[src/rtl/bmp_pkg.sv]
package bmp_pkg;

  localparam int unsigned LANES = 4;

  // Encoding is {bus_match,size_sel}
  typedef enum logic [1:0] {
    MODE_LONG = 2'b00,
    MODE_OFF  = 2'b01,
    MODE_WORD = 2'b10,
    MODE_BYTE = 2'b11
  } bmp_mode_e;

  // Lanes of the stored word touched by an access
  function automatic logic [LANES-1:0] access_mask(bmp_mode_e m, logic wa, logic ba);
    logic [1:0] grp;
    grp = 2'd3 - {wa, ba};
    case (m)
      MODE_LONG: access_mask = 4'b1111;
      MODE_WORD: access_mask = wa ? 4'b0011 : 4'b1100;
      MODE_BYTE: access_mask = 4'b0001 << grp;
      default:   access_mask = 4'b0000;
    endcase
  endfunction

  // Lowest stored lane that is mapped onto port lane 0
  function automatic logic [1:0] base_lane(bmp_mode_e m, logic wa, logic ba);
    case (m)
      MODE_WORD: base_lane = wa ? 2'd0 : 2'd2;
      MODE_BYTE: base_lane = 2'd3 - {wa, ba};
      default:   base_lane = 2'd0;
    endcase
  endfunction

  // Port lanes driven on a read
  function automatic logic [LANES-1:0] port_lanes(bmp_mode_e m);
    case (m)
      MODE_LONG: port_lanes = 4'b1111;
      MODE_WORD: port_lanes = 4'b0011;
      MODE_BYTE: port_lanes = 4'b0001;
      default:   port_lanes = 4'b0000;
    endcase
  endfunction

  // Port lane that feeds stored lane k on a write
  function automatic logic [1:0] src_lane(bmp_mode_e m, logic [1:0] k);
    case (m)
      MODE_WORD: src_lane = {1'b0, k[0]};
      MODE_BYTE: src_lane = 2'd0;
      default:   src_lane = k;
    endcase
  endfunction

endpackage

[src/rtl/bmp_mode_dec.sv]
module bmp_mode_dec
  import bmp_pkg::*;
(
  input  logic      bus_match,
  input  logic      size_sel,
  output bmp_mode_e mode,
  output logic      io_off
);
  always_comb begin
    mode   = bmp_mode_e'({bus_match, size_sel});
    io_off = (mode == MODE_OFF);
  end
endmodule

[src/rtl/bmp_write_steer.sv]
module bmp_write_steer
  import bmp_pkg::*;
#(
  parameter int unsigned LANE_W = 9
) (
  input  logic                     clk,
  input  logic                     rst_n,
  input  bmp_mode_e                mode,
  input  logic                     wr_req,
  input  logic                     wa,
  input  logic                     ba,
  input  logic [LANES*LANE_W-1:0]  din,
  output logic [LANES-1:0]         lane_we,
  output logic [LANES*LANE_W-1:0]  lane_wdata
);
  assign lane_we = wr_req ? access_mask(mode, wa, ba) : '0;

  for (genvar k = 0; k < LANES; k++) begin : g_lane
    logic [1:0] src;
    assign src = src_lane(mode, 2'(k));
    assign lane_wdata[k*LANE_W +: LANE_W] = din[src*LANE_W +: LANE_W];
  end

  a_r2_long_full: assert property (@(posedge clk) disable iff (!rst_n)
    (wr_req && mode == MODE_LONG) |-> lane_we == 4'b1111);
  a_r4_word_half: assert property (@(posedge clk) disable iff (!rst_n)
    (wr_req && mode == MODE_WORD) |-> (lane_we == 4'b0011 || lane_we == 4'b1100));
  a_r6_byte_single: assert property (@(posedge clk) disable iff (!rst_n)
    (wr_req && mode == MODE_BYTE) |-> $countones(lane_we) == 1);
  a_r7_off_no_write: assert property (@(posedge clk) disable iff (!rst_n)
    (mode == MODE_OFF) |-> lane_we == '0);
endmodule

[src/rtl/bmp_lane_ram.sv]
module bmp_lane_ram
  import bmp_pkg::*;
#(
  parameter int unsigned LANE_W = 9,
  parameter int unsigned AW     = 6
) (
  input  logic                     clk,
  input  logic [AW-1:0]            addr,
  input  logic [LANES-1:0]         lane_we,
  input  logic [LANES*LANE_W-1:0]  lane_wdata,
  input  logic                     rd_en,
  output logic [LANES*LANE_W-1:0]  lane_rdata
);
  localparam int unsigned DEPTH = 1 << AW;

  for (genvar k = 0; k < LANES; k++) begin : g_bank
    logic [LANE_W-1:0] mem [DEPTH];
    always_ff @(posedge clk) begin
      if (lane_we[k]) mem[addr] <= lane_wdata[k*LANE_W +: LANE_W];
      if (rd_en)      lane_rdata[k*LANE_W +: LANE_W] <= mem[addr];
    end
  end
endmodule

[src/rtl/bmp_read_steer.sv]
module bmp_read_steer
  import bmp_pkg::*;
#(
  parameter int unsigned LANE_W = 9
) (
  input  logic                     clk,
  input  logic                     rst_n,
  input  logic [LANES-1:0]         oe_q,
  input  logic [1:0]               base_q,
  input  logic [LANES*LANE_W-1:0]  lane_rdata,
  output logic [LANES*LANE_W-1:0]  dout
);
  for (genvar k = 0; k < LANES; k++) begin : g_lane
    logic [1:0] src;
    assign src = base_q + 2'(k);
    assign dout[k*LANE_W +: LANE_W] = oe_q[k] ? lane_rdata[src*LANE_W +: LANE_W] : '0;
  end

  a_r5_oe_shape: assert property (@(posedge clk) disable iff (!rst_n)
    oe_q == 4'b0000 || oe_q == 4'b0001 || oe_q == 4'b0011 || oe_q == 4'b1111);
endmodule

[src/rtl/bmp_port_top.sv]
module bmp_port_top
  import bmp_pkg::*;
#(
  parameter int unsigned LANE_W = 9,
  parameter int unsigned AW     = 6
) (
  input  logic                    clk,
  input  logic                    rst_n,
  input  logic                    bus_match,
  input  logic                    size_sel,
  input  logic                    port_sel,
  input  logic                    wr_en,
  input  logic [AW-1:0]           addr,
  input  logic                    word_addr,
  input  logic                    byte_addr,
  input  logic [4*LANE_W-1:0]     wdata,
  output logic [4*LANE_W-1:0]     rdata,
  output logic [3:0]              lane_oe
);
  localparam int unsigned DW = LANES * LANE_W;

  bmp_mode_e             mode;
  logic                  io_off;
  logic                  wr_req, rd_req;
  logic [LANES-1:0]      lane_we;
  logic [DW-1:0]         lane_wdata, lane_rdata;
  logic [LANES-1:0]      oe_q;
  logic [1:0]            base_q;

  bmp_mode_dec u_dec (
    .bus_match (bus_match),
    .size_sel  (size_sel),
    .mode      (mode),
    .io_off    (io_off)
  );

  assign wr_req = port_sel &  wr_en;
  assign rd_req = port_sel & ~wr_en & ~io_off;

  bmp_write_steer #(.LANE_W(LANE_W)) u_wst (
    .clk        (clk),
    .rst_n      (rst_n),
    .mode       (mode),
    .wr_req     (wr_req),
    .wa         (word_addr),
    .ba         (byte_addr),
    .din        (wdata),
    .lane_we    (lane_we),
    .lane_wdata (lane_wdata)
  );

  bmp_lane_ram #(.LANE_W(LANE_W), .AW(AW)) u_ram (
    .clk        (clk),
    .addr       (addr),
    .lane_we    (lane_we),
    .lane_wdata (lane_wdata),
    .rd_en      (rd_req),
    .lane_rdata (lane_rdata)
  );

  always_ff @(posedge clk) begin
    if (!rst_n) begin
      oe_q   <= '0;
      base_q <= '0;
    end else begin
      oe_q   <= rd_req ? port_lanes(mode) : '0;
      base_q <= base_lane(mode, word_addr, byte_addr);
    end
  end

  bmp_read_steer #(.LANE_W(LANE_W)) u_rst (
    .clk        (clk),
    .rst_n      (rst_n),
    .oe_q       (oe_q),
    .base_q     (base_q),
    .lane_rdata (lane_rdata),
    .dout       (rdata)
  );

  assign lane_oe = oe_q;

  a_r8_oe_after_read: assert property (@(posedge clk) disable iff (!rst_n)
    rd_req |=> lane_oe != 4'b0000);
  a_r8_quiet_when_idle: assert property (@(posedge clk) disable iff (!rst_n)
    !(port_sel && !wr_en) |=> (lane_oe == 4'b0000 && rdata == '0));
  a_r7_off_silent: assert property (@(posedge clk) disable iff (!rst_n)
    io_off |=> lane_oe == 4'b0000);
  a_r3_word_lanes: assert property (@(posedge clk) disable iff (!rst_n)
    (rd_req && mode == MODE_WORD) |=> lane_oe == 4'b0011);
endmodule

[config.mk]
export PLATFORM = sky130hd
export DESIGN_NAME = bmp_port_top
export DESIGN_NICKNAME = d
export VERILOG_FILES = /design/src/rtl/bmp_pkg.sv /design/src/rtl/bmp_mode_dec.sv /design/src/rtl/bmp_write_steer.sv /design/src/rtl/bmp_lane_ram.sv /design/src/rtl/bmp_read_steer.sv /design/src/rtl/bmp_port_top.sv
export SDC_FILE = /design/constraint.sdc
export NUM_CORES = 2
export LEC_CHECK = 0
export BUFFER_PORTS_ARGS = -buffer_cell sky130_fd_sc_hd__buf_4
export CAP_MARGIN = 20
export CORE_MARGIN = 2
export CORE_UTILIZATION = 46
export DETAILED_ROUTE_END_ITERATION = 7
export RECOVER_POWER = 25
export SLEW_MARGIN = 30
export SYNTH_ARGS = -nofsm -noshare
export SYNTH_HDL_FRONTEND = slang
export SYNTH_SLANG_ARGS = --single-unit
[constraint.sdc]
create_clock -name clk -period 10.15 [get_ports clk]
set_input_delay 2.5375 -clock clk [delete_from_list [all_inputs] [get_ports clk]]
set_output_delay 2.5375 -clock clk [all_outputs]
set_load 0.01 [all_outputs]
Yosys cells after proc, flatten, opt, wreduce, memory -nomap -nowiden
Memory sizes are Yosys's and may differ from the RTL's. A register that Yosys moved wholly into a read port is not among the register bits. Index checks and enable logic that the tools add are counted.

Flip-flop bits (word level): 6. Bits in latches: 0. Memory bits (writable): 2304. ROM bits: 0. Input port bits: 50. Output and inout port bits: 40. Logic and storage cells: 57. Memories kept: 4.

Memories: u_ram.g_bank[0].mem (depth 64, width 9, read ports 1, clocked after Yosys merged registers in 1, wr ports 1, RTL line bmp_lane_ram.sv:17) `logic [LANE_W-1:0] mem [DEPTH];`; u_ram.g_bank[1].mem (depth 64, width 9, read ports 1, clocked after Yosys merged registers in 1, wr ports 1, RTL line bmp_lane_ram.sv:17); u_ram.g_bank[2].mem (depth 64, width 9, read ports 1, clocked after Yosys merged registers in 1, wr ports 1, RTL line bmp_lane_ram.sv:17); u_ram.g_bank[3].mem (depth 64, width 9, read ports 1, clocked after Yosys merged registers in 1, wr ports 1, RTL line bmp_lane_ram.sv:17).

$add $sub $neg: 4. Multiply operators: 7. Div/mod/pow operators: 0. Order comparisons: 0. Eq/ne operators: 3. Shift operators: 8. Multiplexer cells: 21. Bitwise gates (word level): 5. Reduce and logical (&&, ||, !) cells: 3.

Operators by type and width (number): variable part select 36 x 7 -> 9 bit (7); multiplier 2 x 4 -> 6 bit (second input constant) (6); two-way mux 9 bit (4); case mux 4 bit (3 select lines) (2); two-way mux 1 bit (9); two-way mux 4 bit (2); case mux 2 bit (2 select lines) (2); multiplier 1 x 4 -> 5 bit (second input constant) (1); adder 2 bit (second input constant) (2); equality test 2 bit (second input constant) (2); two-way mux 2 bit (2); << shifter 1 x 2 -> 4 bit (first input constant) (1); AND 1 bit (3); adder 2 x 1 -> 2 bit (second input constant) (1); equality test 2 x 1 -> 1 bit (second input constant) (1); zero test 2 bit (1); NOT 1 bit (2); AND reduction 2 bit (1); OR reduction 2 bit (1); subtractor 2 bit (first input constant) (1).

Logic depth before layout (Yosys ltp)
Word-level depth: 6. Gate-level depth with buffers: 10. Depth with buffers taken out: 5.

Hierarchy
Synthesis repeated with hierarchy kept, for this count alone.

Cells, all modules: 5297. Area total of the unflattened synthesis: 90648.2 sq um.

By module, submodules not included: bmp_lane_ram (times used 1, cells an instance 5102, area each 88932.8 sq um, sequential area each 70267.4 sq um); bmp_read_steer (times used 1, cells an instance 108, area each 907.1 sq um, sequential area each 0.0 sq um); bmp_write_steer (times used 1, cells an instance 68, area each 603.1 sq um, sequential area each 0.0 sq um); bmp_port_top (times used 1, cells an instance 16, area each 176.4 sq um, sequential area each 100.1 sq um); bmp_mode_dec (times used 1, cells an instance 3, area each 28.8 sq um, sequential area each 0.0 sq um).

Worst setup path before layout
Ideal clock, no wire load.

Path kind: in2reg. From: input port bus_match. To: register oe_q[2], in the netlist lane_oe[2]. Library setup time: 0.059 ns. Arrival time: 5.977 ns. Required time: 10.091 ns. Setup slack: 4.114 ns. Stages: 5. Buffers on the path: 0. Cell sequence: inv_1 a211oi_1 and2_1 nor2b_1 and2_1.

Cells in the longest elaborated chain, start to end: 4. Elaborated cells on any way between the ends: 8. Those cells by class: eq/ne (3); mux (1); bitwise (2); reduce/logical (2).

RTL lines: start: declaration (RTL line bmp_port_top.sv:9) `input logic bus_match,`; equality test 2 x 1 -> 1 bit (RTL line bmp_mode_dec.sv:11) `io_off = (mode == MODE_OFF);`; NOT 1 bit (RTL line bmp_port_top.sv:38) `assign rd_req = port_sel & ~wr_en & ~io_off;`; AND 1 bit (RTL line bmp_port_top.sv:38); net rd_req (RTL line bmp_port_top.sv:24) `logic wr_req, rd_req;`; AND reduction 2 bit (no line); end signal: assignment (RTL line bmp_port_top.sv:66) `oe_q <= rd_req ? port_lanes(mode) : '0;`; end: declaration (RTL line bmp_port_top.sv:27) `logic [LANES-1:0] oe_q;`.

The timed path passes the listed nets, and every way through them passes these cells. A chain may end at the register's enable or synchronous reset.

Final worst setup path
From: input port wdata[3]. To: memory u_ram.g_bank[2].mem[12][3], data pin.

Cells in the longest elaborated chain, start to end: 1.

RTL lines: start: declaration (RTL line bmp_port_top.sv:16) `input logic [4*LANE_W-1:0] wdata,`; variable part select 36 x 7 -> 9 bit (RTL line bmp_write_steer.sv:21) `assign lane_wdata[k*LANE_W +: LANE_W] = din[src*LANE_W +: LANE_W];`; net lane_wdata[21] (RTL line bmp_port_top.sv:26) `logic [DW-1:0] lane_wdata, lane_rdata;`; end: declaration (RTL line bmp_lane_ram.sv:17).

The timed path passes the listed nets, and every way through them passes these cells.

==> flow_metrics.tcl <==
set metrics [dict create \
    hold_path.class "reg -> reg" \
    yosysTopAreaCellShare_pct 77.26 \
    insertion_delay_ns 0.87 \
    viasPerCell 6.267 \
    drive_gt1_share_pct 20.00 \
    start_util_pct 46.17 \
    die_w_um 448.7 \
    dpl_cell_area_um2 94500 \
    worst_pin_slew_ns 3.705 \
    power_per_cell_area_nw_per_um2 194.8 \
    violations "max-capacitance violations, max-slew violations" \
    synth_edf_count 2340 \
    r2r_start "u_ram.g_bank[3].mem[59][6]" \
    die_height_um 448.7 \
    clk_pin_slew_worst_paths_ns 0.06 \
    power.total_uw 19750 \
    io_pins 90 \
    pre_cts_ws_ns 3.180 \
    grt_antenna_before_repair 11 \
    cp_slowest_cell "clkbuf_1" \
    grt_pass1_wl_um 359100 \
    gp_congestion 0.8497 \
    grt_pass1_vias 46876 \
    dpl.hpwl_um 150300 \
    p_leak_uw 0.03131 \
    vias 47913 \
    synth-async-reset-ratio_pct 0 \
    cts_max_level 4 \
    worstRegToRegCells 5 \
    status "finished, violations left" \
    clock_path_buffers 3 \
    clock_skew_ns 0.03005 \
    yosys_warnings 0 \
    cts_resized 0 \
    finalCriticalPeriod_ns 7.822 \
    synth_cell_types 51 \
    dieArea_um2 201300 \
    syn_to_final_growth_pct 11.48 \
    synth_top_area_cell "edfxtp_1" \
    crit_required_ns 10.26 \
    numClockSinks 2345 \
    r2r_end "u_ram.lane_rdata[33]" \
    finalHoldViolCount 0 \
    slowest_delay_ns 2.51 \
    finalInstanceArea_um2 101400 \
    drt_iter0_drc 6130 \
    drt-total-wl_um 256700 \
    drcViolationCount 0 \
    syn-num-nets 4795 \
    hold_path_depth 4 \
    hold_start "u_ram.g_bank[2].mem[5][4]" \
    port_buffers 89 \
    cts_tree "yes" \
    peakVddDrop_mv 0.1931 \
    relSlewSlack_pct -147.0 \
    ys_seq_area_share_pct 77.37 \
    slew_viol_final 1046 \
    cp.arrival_ns 7.93 \
    crit_fanout 66 \
    layout_setup_ws_ns 2.328 \
    grt_max_degree 130 \
    yosys_register_bits 2345 \
    rows 163 \
    cpMostUsedCell "clkbuf_1" \
    core_area_um2 197000 \
    period_share_pct 77.06 \
    rsz0062_at_grt "no" \
    cp-start-kind "primary input" \
    max_freq_mhz 127.9 \
    layout.nets 4871 \
    utilization_pct 51.47 \
    crit_type "in -> reg" \
    crit_chain "clkbuf_1 > mux2_2 > clkbuf_1" \
    fin_setup_tns_ns 0 \
    synth_cells 4745 \
    overflow 0 \
    dominantRegCellSynth "edfxtp_1" \
    ant_nets 0 \
    syn_area_um2 90950 \
    cts_setup_buffers 0 \
    syn_avg_cell_area_um2 19.17 \
    worst_hold_path.endpoint "u_ram.lane_rdata[22]" \
    cts_root_buffer "clkbuf_16" \
    cp-end-kind "register" \
    grt_use_total_pct 25.10 \
    cts_buffers 227 \
    hold_buffers 0 \
    cap_violations 17 \
    dr.pass1.iters 8 \
    setup_viol 0 \
    rrSetupSlack_ns 7.57 \
    wl_per_cell_um 33.58 \
    netlist_top_cells_area "edfxtp_1 (77%), mux4_2 (7.7%), mux2i_1 (3.3%)" \
]
==> through the flow <==
step,hold WS (ns),instances
6_report,0.7262,7645
3_3_place_gp,0.7066,7232
3_5_place_dp,0.7069,7232
5_1_grt,0.7804,7641
4_1_cts,0.7308,7641
2_1_floorplan,0.6256,4745
==> worst max-delay path, delay by kind of cell <==
family	cells	cell delay (ns)
multiplexers	1	0.47
buffers and inverters	2	4.76
==> metal layers <==
metal	share of wire, %	wire, um	GRT usage [%]	vias to the layer above
met5	0.032	82	0.1894	-
met4	4.8	12270	11.34	6
met3	8.5	21760	4.749	432
met2	47	120200	38.79	2349
met1	40	102400	34.83	25272
li1	-	-	-	19854
==> sequential cells by signal, summed over array words and instances, names as in the netlist <==
name / flops
u_ram.g_bank.mem: 2304
u_ram.lane_rdata: 36
lane_oe: 3
base_q: 2
==> logic make-up after synthesis <==
| family | count (synthesis) | synth area share [%] |
|---|---|---|
| AND/OR/NAND/NOR | 628 | 3.119 |
| AO/OA/AOI/OAI | 785 | 6.410 |
| buffers and inverters | 338 | 1.648 |
| flip-flops | 2345 | 77.37 |
| multiplexers | 649 | 11.46 |
==> final cells by class <==
cell class / count / area (um2)
tap: 2640 / 3303
fill: 15749 / 95610
timing repair buffer: 177 / 1400
sequential: 2345 / 70370
antenna: 4 / 10.01
clock buffer: 283 / 5976
multi-input combinational: 2062 / 19470
inverter: 8 / 37.54
clock inverter: 126 / 827.0
==> cell usage in the layout, fill, tap and decap left out, types with 4 or more instances in the layout <==
| cell type | n |
|---|---|
| nand4_1 | 33 |
| inv_1 | 7 |
| o221ai_1 | 63 |
| o31ai_1 | 4 |
| nor2_2 | 111 |
| edfxtp_1 | 2340 |
| mux4_2 | 310 |
| diode_2 | 4 |
| o211ai_1 | 65 |
| mux2_2 | 36 |
| a22o_1 | 7 |
| inv_6 | 4 |
| a211oi_1 | 9 |
| nand3b_1 | 7 |
| a22oi_1 | 114 |
| buf_12 | 9 |
| clkinv_1 | 62 |
| mux2i_1 | 302 |
| clkbuf_16 | 231 |
| nor3b_2 | 4 |
| nor2_1 | 246 |
| buf_4 | 144 |
| a221oi_1 | 264 |
| and2_1 | 37 |
| a21oi_1 | 18 |
| bufinv_16 | 7 |
| nand2_1 | 91 |
| clkinv_2 | 43 |
| nand2_2 | 4 |
| o21ai_0 | 141 |
| clkbuf_1 | 71 |
| or2_2 | 64 |
| o22ai_1 | 80 |
==> worst max path at each step <==
stage / from / endpoint / cells past startpoint
2_1_floorplan: bus_match / lane_oe[2] / 5
3_3_place_gp: addr[1] / u_ram.g_bank[0].mem[58][4] / 5
3_5_place_dp: addr[1] / u_ram.g_bank[3].mem[34][0] / 5
4_1_cts: addr[1] / u_ram.g_bank[0].mem[34][0] / 5
5_1_grt: wdata[3] / u_ram.g_bank[2].mem[11][3] / 3
6_report: wdata[3] / u_ram.g_bank[2].mem[12][3] / 3
==> power breakdown <==
group          internal (uW)  leakage, uW  switching (uW)
combinational            308      0.00687             760
clock                   4320      0.00335            3570
sequential             10800       0.0211            24.9
total                  15400       0.0313            4350
==> Yosys cell counts, types with 4 or more instances <==
library cell and number:
buf_6 4, o31ai_1 4, a22o_1 7, buf_2 117, buf_1 26, a22oi_1 114
nand4_1 33, o221ai_1 63, o211ai_1 65, dfxtp_1 5, nand3b_1 7, edfxtp_1 2340
clkbuf_1 168, and3b_1 4, nor3b_1 6, mux2i_1 302, a21oi_1 18, o22ai_1 80
inv_1 8, or2_2 64, buf_4 14, a221oi_1 264, mux4_2 310, a211oi_1 10
mux2_2 37, and2_1 40, nand2_1 95, o21ai_0 141, nor2_1 359
Note: power is estimated with default switching activity, not from simulation.
